--- src/rtl/rpg_pkg.sv ---
package rpg_pkg;

    localparam int CNT_W       = 15;
    localparam int CODE_W      = 4;
    localparam int ALIAS_TOP   = 2;
    localparam int ALIAS_SHIFT = 7;

    typedef struct packed {
        logic flag;
        logic irq;
        logic sqw;
    } evt_t;

    // Map the low codes onto their slower equivalents.
    function automatic logic [CODE_W-1:0] eff_code(input logic [CODE_W-1:0] c);
        if (c != '0 && c <= CODE_W'(ALIAS_TOP))
            return c + CODE_W'(ALIAS_SHIFT);
        return c;
    endfunction

endpackage

--- src/rtl/rpg_rate_decode.sv ---
module rpg_rate_decode #(
    parameter int CNT_W  = rpg_pkg::CNT_W,
    parameter int CODE_W = rpg_pkg::CODE_W
) (
    input  logic [CODE_W-1:0] code,
    output logic              active,
    output logic [CNT_W-1:0]  low_mask
);
    logic [CODE_W-1:0] eff;

    assign eff    = rpg_pkg::eff_code(code);
    assign active = (eff != '0);

    // Bit b takes part in the alignment test when b < eff-1.
    for (genvar b = 0; b < CNT_W; b++) begin : g_mask
        assign low_mask[b] = active && (b < (int'(eff) - 1));
    end
endmodule

--- src/rtl/rpg_tick_counter.sv ---
module rpg_tick_counter #(
    parameter int CNT_W = rpg_pkg::CNT_W
) (
    input  logic             clk,
    input  logic             rst,
    input  logic             tick_en,
    output logic [CNT_W-1:0] next_val
);
    logic [CNT_W-1:0] cnt_q;

    assign next_val = cnt_q + CNT_W'(1);

    always_ff @(posedge clk) begin
        if (rst)
            cnt_q <= '0;
        else if (tick_en)
            cnt_q <= next_val;
    end
endmodule

--- src/rtl/rpg_event_gate.sv ---
module rpg_event_gate #(
    parameter int CNT_W = rpg_pkg::CNT_W
) (
    input  logic               clk,
    input  logic               rst,
    input  logic               tick_en,
    input  logic               active,
    input  logic [CNT_W-1:0]   low_mask,
    input  logic [CNT_W-1:0]   next_val,
    input  logic               pint_en,
    input  logic               sqw_en,
    output rpg_pkg::evt_t      evt_q
);
    logic run;
    logic on_boundary;
    logic hit;

    assign run         = active && (pint_en || sqw_en);
    assign on_boundary = ((next_val & low_mask) == '0);
    assign hit         = tick_en && run && on_boundary;

    always_ff @(posedge clk) begin
        if (rst) begin
            evt_q <= '0;
        end else begin
            evt_q.flag <= hit;
            evt_q.irq  <= hit && pint_en;
            evt_q.sqw  <= hit && sqw_en;
        end
    end
endmodule

--- src/rtl/rate_pulse_gen.sv ---
module rate_pulse_gen #(
    parameter int CNT_W  = rpg_pkg::CNT_W,
    parameter int CODE_W = rpg_pkg::CODE_W
) (
    input  logic              clk,
    input  logic              rst,
    input  logic              tick_en,
    input  logic [CODE_W-1:0] rate_sel,
    input  logic              pint_en,
    input  logic              sqw_en,
    output logic              flag_set,
    output logic              irq_req,
    output logic              sqw_pulse
);
    logic              active;
    logic [CNT_W-1:0]  low_mask;
    logic [CNT_W-1:0]  next_val;
    rpg_pkg::evt_t     evt_q;

    rpg_rate_decode #(.CNT_W(CNT_W), .CODE_W(CODE_W)) u_dec (
        .code     (rate_sel),
        .active   (active),
        .low_mask (low_mask)
    );

    rpg_tick_counter #(.CNT_W(CNT_W)) u_cnt (
        .clk      (clk),
        .rst      (rst),
        .tick_en  (tick_en),
        .next_val (next_val)
    );

    rpg_event_gate #(.CNT_W(CNT_W)) u_gate (
        .clk      (clk),
        .rst      (rst),
        .tick_en  (tick_en),
        .active   (active),
        .low_mask (low_mask),
        .next_val (next_val),
        .pint_en  (pint_en),
        .sqw_en   (sqw_en),
        .evt_q    (evt_q)
    );

    assign flag_set  = evt_q.flag;
    assign irq_req   = evt_q.irq;
    assign sqw_pulse = evt_q.sqw;
endmodule

--- config.mk ---
export PLATFORM = sky130hd
export DESIGN_NAME = rate_pulse_gen
export DESIGN_NICKNAME = d
export VERILOG_FILES = /design/src/rtl/rpg_pkg.sv /design/src/rtl/rpg_rate_decode.sv /design/src/rtl/rpg_tick_counter.sv /design/src/rtl/rpg_event_gate.sv /design/src/rtl/rate_pulse_gen.sv
export SDC_FILE = /design/constraint.sdc
export NUM_CORES = 1
export LEC_CHECK = 0
export BUFFER_PORTS_ARGS = -buffer_cell sky130_fd_sc_hd__buf_2
export CORE_ASPECT_RATIO = 0.75
export CORE_MARGIN = 3
export CORE_UTILIZATION = 31
export DETAILED_ROUTE_END_ITERATION = 8
export PLACE_DENSITY = 0.46
export REMOVE_ABC_BUFFERS = 1
export SLEW_MARGIN = 20
export SYNTH_ARGS = -nofsm -noshare
export SYNTH_HDL_FRONTEND = slang
export SYNTH_HIERARCHICAL = 1
export SYNTH_SLANG_ARGS = --single-unit
--- constraint.sdc ---
create_clock -name clk -period 2.75 [get_ports clk]
set_input_delay 0.1375 -clock clk [delete_from_list [all_inputs] [get_ports clk]]
set_output_delay 0.1375 -clock clk [all_outputs]
set_load 0.1 [all_outputs]
==> out/metrics.cfg <==
[synth]
ys.warnings.count=6
yosys.area.top_type=dfxtp_1
yosysSeqAreaShare=0.209
yosysUniqueCellTypes=52
ys_ff_latch=18
synth_cells=227
synth_edf_count=0
ys_top_cells_by_area=dfxtp_1, xor2_1, nor2_1, a21oi_1, nand2_1
synth_area_sq_um=1720
syn_avg_cell_area_sq_um=7.60
synthArstFlopShare=0
yosys.area.top_type_share=0.209
synthFlopType=dfxtp_1

[timing]
fin_crit_ns=2.49
worstMarginPinSlew_ns=0.488
hold_viol_final=0
setup_slack_ns=0.260
worst_clock_skew_ns=0.00213
fmax_ghz=0.402
slew_headroom=0.677
period_share=0.905
finalMaxSlewViolations=0
setup_viol=0
fin_hold_ws_ns=0.268

[power]
power_leakage_nw=0.771
finalPower_w=0.000689
power_per_cell_area_nw_per_um2=358
vdd_ir_drop_max_uv=207
p_comb_frac=0.287
sequentialPowerShare=0.393
p_sw_frac=0.316
cellInternalPower_w=0.000472
clkPwrFrac=0.320
switchingPower_w=0.000218

[cts]
htreeDepth=1
clk_pin_slew_ns=0.07
numCtsBuffers=3
clkSinkCount=18
clk_latency_ns=0.25
postCtsHoldBufs=0
cts.path.max_buffers=2
cts-root-buf=clkbuf_8
cts_tree=built

[floorplanning]
io_pins=12
start_util=0.337
die_x_microns=92.1
die_h_microns=70.6
core_area_sq_um=5120
dieArea_sq_um=6500
rows=22

[grt]
grt_use_met3=0.0372
grt.total_usage=0.134
grt_pass1_vias=1406
grt_overflow_total=0
met2_usage=0.166
use_met1=0.226
antenna_found_initial=0
grt-busiest-layer=met1
grt_max_degree=19
grt_pass1_wl_microns=7130

[worst_setup_path]
path_cells=buf_2 > inv_1 > ha_1 > nor3_2 > buf_4 > a21oi_1 > nor2_1 > ha_1 > inv_1 > buf_4 > a221oi_1 > o211ai_1 > a22oi_1 > nand4_1 > nor4_1
cp-end-kind=flip-flop
slowest_delay_ns=0.34
cp_max_fo=5
cp.required_ns=2.91
start_kind=input pin
cp_slowest_cell=a221oi_1
reg2reg_depth=7
arrival_ns=2.65
critPathKind=in -> reg

[route]
drtIter0Drc=169
post_drt_via_cell_ratio=5.37
drc_errors=0
ant_nets=0
routedWlPerCell_microns=14.1
vias=1665
firstDrtPassIters=4
postRouteWirelength_microns=4380

[place]
place_inst=306
port_buffers=11
hpwl_microns=3350
gpl.final_weighted_congestion=0.807
place_ws_ns=-0.00996

[cells_and_area]
diodes=0
final_cell_count_no_fill=310
fin_nets=252
layout-drive-gt1-share=0.197
num-fill-cells=546
area_delta_synth_final_pct=11.6

[worst_hold_path]
worstHoldPathType=in -> reg
worstHoldPathCells=2

[flow_run]
maxCapViolations=0

[outcome]
status=finished clean

[worst max-delay path: cells and delay by family]
kind | cells | cell delay (ns)
compound gates | 4 | 0.84
buf+inv | 5 | 0.50
simple gates | 4 | 0.68
fa+ha+maj | 2 | 0.47
[sequential cells by signal, indices dropped and copies added (netlist names)]
register      cells
u_cnt/cnt_q      15
u_gate/evt_q      3
[cells in the final DEF (no fill, tap or decap), types with 5 or more instances in the layout]
cell / n
nand4_1: 9
nor4_2: 5
dfxtp_1: 18
xor2_1: 12
nand2_1: 18
nor3_1: 9
buf_4: 15
a22oi_1: 7
nor2_1: 19
o31ai_1: 5
xnor2_1: 7
buf_2: 11
inv_1: 10
nand3_1: 8
a21oi_1: 14
o21ai_0: 11
[layer usage]
layer	share of wire	wire (microns)	vias to the layer above
met5	0	0	-
met4	0.0036	16	0
met3	0.052	228	2
met2	0.38	1680	41
met1	0.56	2460	769
li1	-	-	853
[synth_stat cells (2+ instances only)]
| cell | number |
|---|---|
| a22oi_1 | 7 |
| o211ai_1 | 2 |
| buf_2 | 3 |
| buf_4 | 4 |
| or4_1 | 4 |
| nor4_1 | 7 |
| nor3_1 | 9 |
| xnor2_1 | 7 |
| nor2_1 | 19 |
| o21a_1 | 2 |
| mux2i_1 | 2 |
| nand2b_1 | 2 |
| buf_6 | 5 |
| nand4_4 | 2 |
| mux2_2 | 2 |
| o21ai_0 | 11 |
| inv_1 | 10 |
| ha_1 | 4 |
| nor4_2 | 2 |
| dfxtp_1 | 18 |
| nand3_1 | 8 |
| a21oi_1 | 14 |
| nand4_1 | 9 |
| and2_1 | 3 |
| o31ai_1 | 5 |
| nor2b_1 | 4 |
| clkbuf_1 | 6 |
| xor2_1 | 12 |
| nand2_1 | 18 |
| or3_1 | 3 |
| o31a_1 | 2 |
[what timing repair did]
action,CTS,global route
resized for setup,0,3
hold endpoints to repair,0,0
setup endpoints to repair,0,2
buffers inserted,0,0
[cell families (layout without fill, tap and decap cells)]
kind of cell / after synthesis / count (layout) / synth area share
and+or+nand+nor: 99 / 99 / 0.335
adders and majority gates: 4 / 4 / 0.0290
AOI/OAI and AO/OA: 54 / 54 / 0.208
muxes: 4 / 4 / 0.0247
xor gates and xnor gates: 19 / 19 / 0.0965
DFF: 18 / 18 / 0.209
buffers and inverters: 29 / 40 / 0.0980
[through the flow]
| stage | instance area [sq um] | setup TNS (ns) | util |
|---|---|---|---|
| 2_1_floorplan | 1590 | 0 | - |
| 3_3_place_gp | 1850 | 0 | 0.361 |
| 3_5_place_dp | 1850 | -0.00996 | 0.361 |
| 4_1_cts | 1910 | 0 | 0.372 |
| 5_1_grt | 1920 | -0.0129 | 0.376 |
| 6_report | 1920 | 0 | 0.376 |
[power by group through the flow]
stage	Sequential, W	Combinational, W	Clock (W)
after CTS	0.000271	0.000192	0.000228
after floorplan	0.000286	0.000106	0
after detailed placement	0.000277	0.000191	0
after global routing	0.000272	0.000218	0.000240
final	0.000271	0.000198	0.000221
after global placement	0.000277	0.000194	0
[worst paths after layout]
kind	start	to	slack [ns]
max	rate_sel[0]	u_gate/evt_q[0]	0.26
min	rst	u_cnt/cnt_q[1]	0.27
max reg2reg	u_cnt/cnt_q[0]	u_gate/evt_q[0]	0.65
min reg2reg	u_cnt/cnt_q[12]	u_cnt/cnt_q[12]	0.53
[final cells by class]
cell class	instances	area, sq um	share of cell area
sequential	18	360	0.187
clock buffer	4	55.1	0.0286
inverter	10	37.5	0.0195
tap	72	90.1	0.0468
multi-input combinational	180	1210	0.631
timing repair buffer	26	168	0.0871
Power figures use the tool's default switching activity.
